[src/rtl/tw_pkg.sv]
package tw_pkg;

    localparam int HDR_BITS   = 5;
    localparam int ADDR_W     = 4;
    localparam int GAIN_W     = 10;
    localparam int DATA_SLOTS = 11;
    localparam int FRAME_BITS = HDR_BITS + DATA_SLOTS;
    localparam int CNT_W      = $clog2(FRAME_BITS + 1);

    localparam logic [ADDR_W-1:0] GAIN_ADDR    = 4'b0010;
    localparam logic [GAIN_W-1:0] GAIN_DEFAULT = 10'h096;

    typedef enum logic [1:0] {
        PH_IDLE,
        PH_HDR,
        PH_DATA
    } phase_t;

    typedef struct packed {
        logic              rnw;
        logic [ADDR_W-1:0] addr;
    } hdr_t;

    typedef struct packed {
        logic rise;
        logic fall;
        logic lvl;
    } pin_ev_t;

    function automatic logic hdr_hit(hdr_t h, logic want_read);
        return (h.addr == GAIN_ADDR) && (h.rnw == want_read);
    endfunction

endpackage

[src/rtl/tw_pin_sync.sv]
module tw_pin_sync
    import tw_pkg::*;
#(
    parameter int   STAGES  = 2,
    parameter logic RST_VAL = 1'b0
) (
    input  logic    clk,
    input  logic    rst,
    input  logic    pin,
    output pin_ev_t ev
);

    logic [STAGES-1:0] chain;
    logic              last_q;

    generate
        for (genvar g = 0; g < STAGES; g++) begin : g_stage
            if (g == 0) begin : g_first
                always_ff @(posedge clk) begin
                    if (rst) chain[0] <= RST_VAL;
                    else     chain[0] <= pin;
                end
            end else begin : g_next
                always_ff @(posedge clk) begin
                    if (rst) chain[g] <= RST_VAL;
                    else     chain[g] <= chain[g-1];
                end
            end
        end
    endgenerate

    always_ff @(posedge clk) begin
        if (rst) last_q <= RST_VAL;
        else     last_q <= chain[STAGES-1];
    end

    always_comb begin
        ev.lvl  = chain[STAGES-1];
        ev.rise = chain[STAGES-1] & ~last_q;
        ev.fall = ~chain[STAGES-1] & last_q;
    end

endmodule

[src/rtl/tw_frame_dec.sv]
module tw_frame_dec
    import tw_pkg::*;
(
    input  logic              clk,
    input  logic              rst,
    input  pin_ev_t           sl_ev,
    input  pin_ev_t           sck_ev,
    input  logic              sdi_lvl,
    output logic [GAIN_W-1:0] wr_value,
    output logic              wr_commit,
    output logic              rd_load,
    output logic              rd_step
);

    localparam logic [CNT_W-1:0] CNT_MAX = '1;

    logic [CNT_W-1:0]  rise_cnt;
    logic [CNT_W-1:0]  fall_cnt;
    logic [CNT_W-1:0]  slot_idx;
    hdr_t              hdr;
    logic [GAIN_W-1:0] data_sr;
    phase_t            phase;

    assign slot_idx = rise_cnt - CNT_W'(HDR_BITS);

    always_comb begin
        if (sl_ev.lvl)                          phase = PH_IDLE;
        else if (rise_cnt < CNT_W'(HDR_BITS))   phase = PH_HDR;
        else                                    phase = PH_DATA;
    end

    always_ff @(posedge clk) begin
        if (rst || sl_ev.fall) begin
            rise_cnt <= '0;
            fall_cnt <= '0;
            hdr      <= '0;
            data_sr  <= '0;
        end else if (phase != PH_IDLE) begin
            if (sck_ev.rise && rise_cnt != CNT_MAX) begin
                rise_cnt <= rise_cnt + 1'b1;
                if (phase == PH_HDR) begin
                    hdr <= {hdr[HDR_BITS-2:0], sdi_lvl};
                end else begin
                    for (int k = 0; k < GAIN_W; k++) begin
                        if (slot_idx == CNT_W'(k)) data_sr[k] <= sdi_lvl;
                    end
                end
            end
            if (sck_ev.fall && fall_cnt != CNT_MAX) begin
                fall_cnt <= fall_cnt + 1'b1;
            end
        end
    end

    assign wr_value  = data_sr;
    assign wr_commit = sl_ev.rise
                     && (rise_cnt >= CNT_W'(HDR_BITS + GAIN_W))
                     && hdr_hit(hdr, 1'b0);
    assign rd_load   = sck_ev.fall && (phase == PH_DATA)
                     && (fall_cnt == CNT_W'(HDR_BITS - 1))
                     && hdr_hit(hdr, 1'b1);
    assign rd_step   = sck_ev.fall && (phase != PH_IDLE)
                     && (fall_cnt >= CNT_W'(HDR_BITS));

endmodule

[src/rtl/tw_gain_store.sv]
module tw_gain_store
    import tw_pkg::*;
#(
    parameter int LOCKOUT_CYCLES = 5000
) (
    input  logic              clk,
    input  logic              rst,
    input  logic              commit,
    input  logic [GAIN_W-1:0] value,
    output logic [GAIN_W-1:0] gain,
    output logic              lock_done
);

    localparam int LOCK_W = $clog2(LOCKOUT_CYCLES + 1);
    localparam logic [LOCK_W-1:0] LOCK_END = LOCK_W'(LOCKOUT_CYCLES);

    logic [LOCK_W-1:0] lock_cnt;

    assign lock_done = (lock_cnt == LOCK_END);

    always_ff @(posedge clk) begin
        if (rst)             lock_cnt <= '0;
        else if (!lock_done) lock_cnt <= lock_cnt + 1'b1;
    end

    always_ff @(posedge clk) begin
        if (rst)                       gain <= GAIN_DEFAULT;
        else if (commit && lock_done)  gain <= value;
    end

endmodule

[src/rtl/tw_readback.sv]
module tw_readback
    import tw_pkg::*;
(
    input  logic              clk,
    input  logic              rst,
    input  logic              sl_lvl,
    input  logic              rd_load,
    input  logic              rd_step,
    input  logic [GAIN_W-1:0] gain,
    output logic              sdo,
    output logic              sdo_oe
);

    logic [DATA_SLOTS-1:0] out_sr;

    always_ff @(posedge clk) begin
        if (rst || sl_lvl) begin
            sdo_oe <= 1'b0;
            out_sr <= '0;
        end else if (rd_load) begin
            sdo_oe <= 1'b1;
            out_sr <= {{(DATA_SLOTS-GAIN_W){1'b0}}, gain};
        end else if (rd_step && sdo_oe) begin
            out_sr <= out_sr >> 1;
        end
    end

    assign sdo = sdo_oe & out_sr[0];

endmodule

[src/rtl/tw_gain_slave.sv]
module tw_gain_slave
    import tw_pkg::*;
#(
    parameter int SYNC_STAGES    = 2,
    parameter int LOCKOUT_CYCLES = 5000
) (
    input  logic        clk,
    input  logic        rst,
    input  logic        sck,
    input  logic        sl,
    input  logic        sdi,
    output logic        sdo,
    output logic        sdo_oe,
    output logic [9:0]  gain
);

    pin_ev_t           sl_ev;
    pin_ev_t           sck_ev;
    logic [SYNC_STAGES-1:0] sdi_chain;
    logic [GAIN_W-1:0] wr_value;
    logic              wr_commit;
    logic              rd_load;
    logic              rd_step;
    logic              lock_done;
    logic              sl_lvl;
    logic              sl_rise;
    logic              sck_fall;

    tw_pin_sync #(.STAGES(SYNC_STAGES), .RST_VAL(1'b1)) u_sl_sync (
        .clk(clk), .rst(rst), .pin(sl), .ev(sl_ev)
    );

    tw_pin_sync #(.STAGES(SYNC_STAGES), .RST_VAL(1'b0)) u_sck_sync (
        .clk(clk), .rst(rst), .pin(sck), .ev(sck_ev)
    );

    generate
        for (genvar g = 0; g < SYNC_STAGES; g++) begin : g_sdi
            always_ff @(posedge clk) begin
                if (rst)         sdi_chain[g] <= 1'b0;
                else if (g == 0) sdi_chain[g] <= sdi;
                else             sdi_chain[g] <= sdi_chain[(g == 0) ? 0 : g-1];
            end
        end
    endgenerate

    tw_frame_dec u_dec (
        .clk(clk), .rst(rst),
        .sl_ev(sl_ev), .sck_ev(sck_ev), .sdi_lvl(sdi_chain[SYNC_STAGES-1]),
        .wr_value(wr_value), .wr_commit(wr_commit),
        .rd_load(rd_load), .rd_step(rd_step)
    );

    tw_gain_store #(.LOCKOUT_CYCLES(LOCKOUT_CYCLES)) u_store (
        .clk(clk), .rst(rst),
        .commit(wr_commit), .value(wr_value),
        .gain(gain), .lock_done(lock_done)
    );

    tw_readback u_rb (
        .clk(clk), .rst(rst),
        .sl_lvl(sl_ev.lvl), .rd_load(rd_load), .rd_step(rd_step),
        .gain(gain), .sdo(sdo), .sdo_oe(sdo_oe)
    );

    assign sl_lvl   = sl_ev.lvl;
    assign sl_rise  = sl_ev.rise;
    assign sck_fall = sck_ev.fall;

endmodule

[config.mk]
export PLATFORM = sky130hd
export DESIGN_NAME = tw_gain_slave
export DESIGN_NICKNAME = d
export VERILOG_FILES = /design/src/rtl/tw_pkg.sv /design/src/rtl/tw_pin_sync.sv /design/src/rtl/tw_frame_dec.sv /design/src/rtl/tw_gain_store.sv /design/src/rtl/tw_readback.sv /design/src/rtl/tw_gain_slave.sv
export SDC_FILE = /design/constraint.sdc
export NUM_CORES = 1
export LEC_CHECK = 0
export ABC_AREA = 1
export BUFFER_PORTS_ARGS = -buffer_cell sky130_fd_sc_hd__buf_4
export CORE_MARGIN = 1.5
export CORE_UTILIZATION = 30
export DETAILED_ROUTE_END_ITERATION = 8
export PLACE_DENSITY = 0.5
export SLEW_MARGIN = 20
export SYNTH_ARGS = -nofsm -noshare
export SYNTH_HDL_FRONTEND = slang
export SYNTH_SLANG_ARGS = --single-unit
[constraint.sdc]
create_clock -name clk -period 2.51 [get_ports clk]
set_input_delay 0.251 -clock clk [delete_from_list [all_inputs] [get_ports clk]]
set_output_delay 0.251 -clock clk [all_outputs]
set_load 0.01 [all_outputs]
==> flow_summary.toml <==
[timing]
tightest_slew_ps = 476
max_slew_margin_pct = 68.2
setup_viol = 0
post-route-period-util_pct = 81.1
period_minus_slack_ps = 2040
fin_tns_setup_ps = 0
fmax_ghz = 0.491
slew_violations = 0
setup_ws_ps = 474
grt_setup_unrepaired = "no"
hold_violations = 0
finClkSkew_ps = 11.0

[worst_setup_path]
crit_path_max_fanout = 7
worstSetupPathType = "reg2reg"
start_kind = "flip-flop"
reg2reg_depth = 13
r2r-end = "u_dec.wr_value[9]"
cp.arrival_ps = 2320
crit_required_ps = 2800
end_kind = "flip-flop"
r2r-start = "u_dec.rise_cnt[0]"
critPathLaunch = "u_dec.rise_cnt[0]"
worst-r2r-setup-slack_ps = 470

[pwr]
ir_worst_vdd_mv = 0.205
p_sw_uw = 506
clkPwrFrac_pct = 47.8
p_total_uw = 2200
comb_power_share_pct = 2.9
pwr-share-seq_pct = 49.3
power.leakage_uw = 0.00158
power.density_nw_per_um2 = 594
swShare_pct = 23.0
internal-power_uw = 1690

[placed_design]
gp_congestion = 0.806
portBuffers = 16
post-place-ws_ps = 477
dpl.cell_count = 599
hpwlAfterDp_um = 5070

[clocking]
cts-htree-levels = 3
root_buffer = "clkbuf_8"
cts_tree = "yes"
clock_sinks = 67
numCtsBuffers = 9
clockBufferDepth = 2
hold_buffers = 0
clk_pin_slew_ps = 90
postCtsSetupBuffers = 0
cts_resized = 0
clkLatencyLatePin_ps = 360

[final_layout]
diodes = 0
stdcell_count = 615
fin_nets = 492
post-route-util_pct = 35.7
post_route_cells_drive_above_1_share_pct = 12.9
syn_to_final_growth_pct = 15.3

[yosys]
ys.flop_type = "dfxtp_1"
synth_edf_count = 0
synth_nets = 471
synthCells = 453
ys_ff_latch = 67
synth.avg_cell_area_um2 = 7.08
ys_types = 30
synth.most_common_cell = "nand2_1"
yosysSeqAreaShare_pct = 41.8
netlist.area_leader.share_pct = 41.8
yosys.area.top_type = "dfxtp_1"
yosysWarnings = 0
synthTopCellsByArea = "dfxtp_1, nand2_1, nor2_1, inv_1, a21oi_1"
netlist_area_um2 = 3210
async_flop_share_pct = 0
synth_commonest_cells = "nand2_1, nor2_1, dfxtp_1"

[floorplan]
initial_core_util_pct = 30.9
rows = 37
io_pins = 17
die_area_um2 = 11300
chipHeight_um = 106
die_w_um = 106
core_um2 = 10400

[detailed_routing]
vias = 2786
wl_per_cell_um = 11.3
dr.pass1.iters = 5
met3_length_um = 247
dr_wl_met2_um = 3130
postRouteAntennaNets = 0
via_per_inst = 4.53
wl_um = 6930
top_layer = "met4"
drc = 0
wl_met1_um = 3410
first_iter_violations = 153

[worst_hold_path]
min_path_cells = 2
holdCritStartpoint = "sl"
hold_class = "in2reg"
holdPathEnd = "u_sl_sync.chain[0]"

[grt]
grt_usage_pct = 13.4
antenna_found_initial = 0
grt_max_degree = 21
grt_overflow = 0
grt_pass1_vias = 2570
grt_pass1_wl_um = 12000

[run_status]
outcome = "completed"

[run]
maxCapViolations = 0
worst max-delay path by stage:
stage                              endpoint  slack [ps]  cells past startpoint
after CTS                 u_dec.wr_value[9]         470                     13
after global placement    u_dec.wr_value[5]         560                     12
after floorplan           u_dec.wr_value[0]         760                     12
final                     u_dec.wr_value[9]         470                     13
after detailed placement  u_dec.wr_value[9]         480                     13
after global routing      u_dec.wr_value[9]         150                     13
area by class of cell:
class,count,area [um^2]
sequential,67,1340
tap,136,170
fill,1116,6670
multi-input combinational,316,1590
timing repair buffer,19,143
clock buffer,10,138
clock inverter,6,95.1
inverter,61,229
state kept, by name, indices dropped and copies added, names as in the netlist:
register	cells
u_sck_sync.ev	1
u_store.gain	10
u_sl_sync.last_q	1
sdi_chain	2
u_rb.out_sr	10
u_store.lock_cnt	13
u_dec.rise_cnt	5
u_dec.fall_cnt	5
u_sck_sync.chain	1
u_dec.hdr	5
u_sl_sync.ev	1
u_sl_sync.chain	1
u_sck_sync.last_q	1
u_dec.wr_value	10
u_rb.sdo_oe	1
power by group through the flow:
| stage | combinational, uW | clock, uW | sequential [uW] |
|---|---|---|---|
| 6_report | 64.2 | 1050 | 1080 |
| 3_5_place_dp | 64.8 | 0 | 1110 |
| 5_1_grt | 75.8 | 1120 | 1090 |
| 2_1_floorplan | 45.1 | 0 | 1100 |
| 3_3_place_gp | 64.2 | 0 | 1110 |
| 4_1_cts | 65.1 | 1080 | 1080 |
per-stage QoR:
step / instance area, um^2 / hold WS [ps]
finish: 3700 / 70.8
global route: 3700 / 53.4
CTS: 3700 / 54.9
detailed placement: 3470 / 395
global placement: 3470 / 392
floorplan: 3210 / 355
critical path, stage by stage, from the launching register on:
cell	delay (ps)
dfxtp_1	340
ha_1	240
nand2_1	70
nor2_1	50
ha_1	180
inv_1	50
nand2_1	60
nor3_2	300
nand3_1	130
nor2_1	220
nand2_1	110
nand2_1	70
nand2_1	40
nor2_1	100
logic make-up (layout without fill, tap and decap cells):
family | after synthesis | count (layout) | share of synthesized area, %
compound gates | 74 | 74 | 12.1
xor+xnor | 1 | 1 | 0.273
fa+ha+maj | 13 | 13 | 5.07
buf+inv | 70 | 96 | 8.81
flops | 67 | 67 | 41.8
simple gates | 228 | 228 | 32.0
cells in the final DEF, fill, tap and decap left out, drive strengths merged:
master,netlist,layout
nand2,99,99
nor2,74,74
dfxtp,67,67
inv,61,63
a21oi,39,39
o21ai,31,31
nand3,28,28
buf,5,19
ha,13,13
nor3,11,11
clkbuf,4,10
nand4,9,9
nand3b,5,5
o21a,2,2
or2,2,2
clkinv,0,2
bufinv,0,2
xor2,1,1
o31ai,1,1
o21bai,1,1
routing by layer:
metal	global-route usage, %	vias to the layer above
li1	-	1494
met1	16.4	1237
met2	22.0	46
met3	3.37	9
met4	6.38	0
met5	0	-
(Power assumes the default switching activity.)
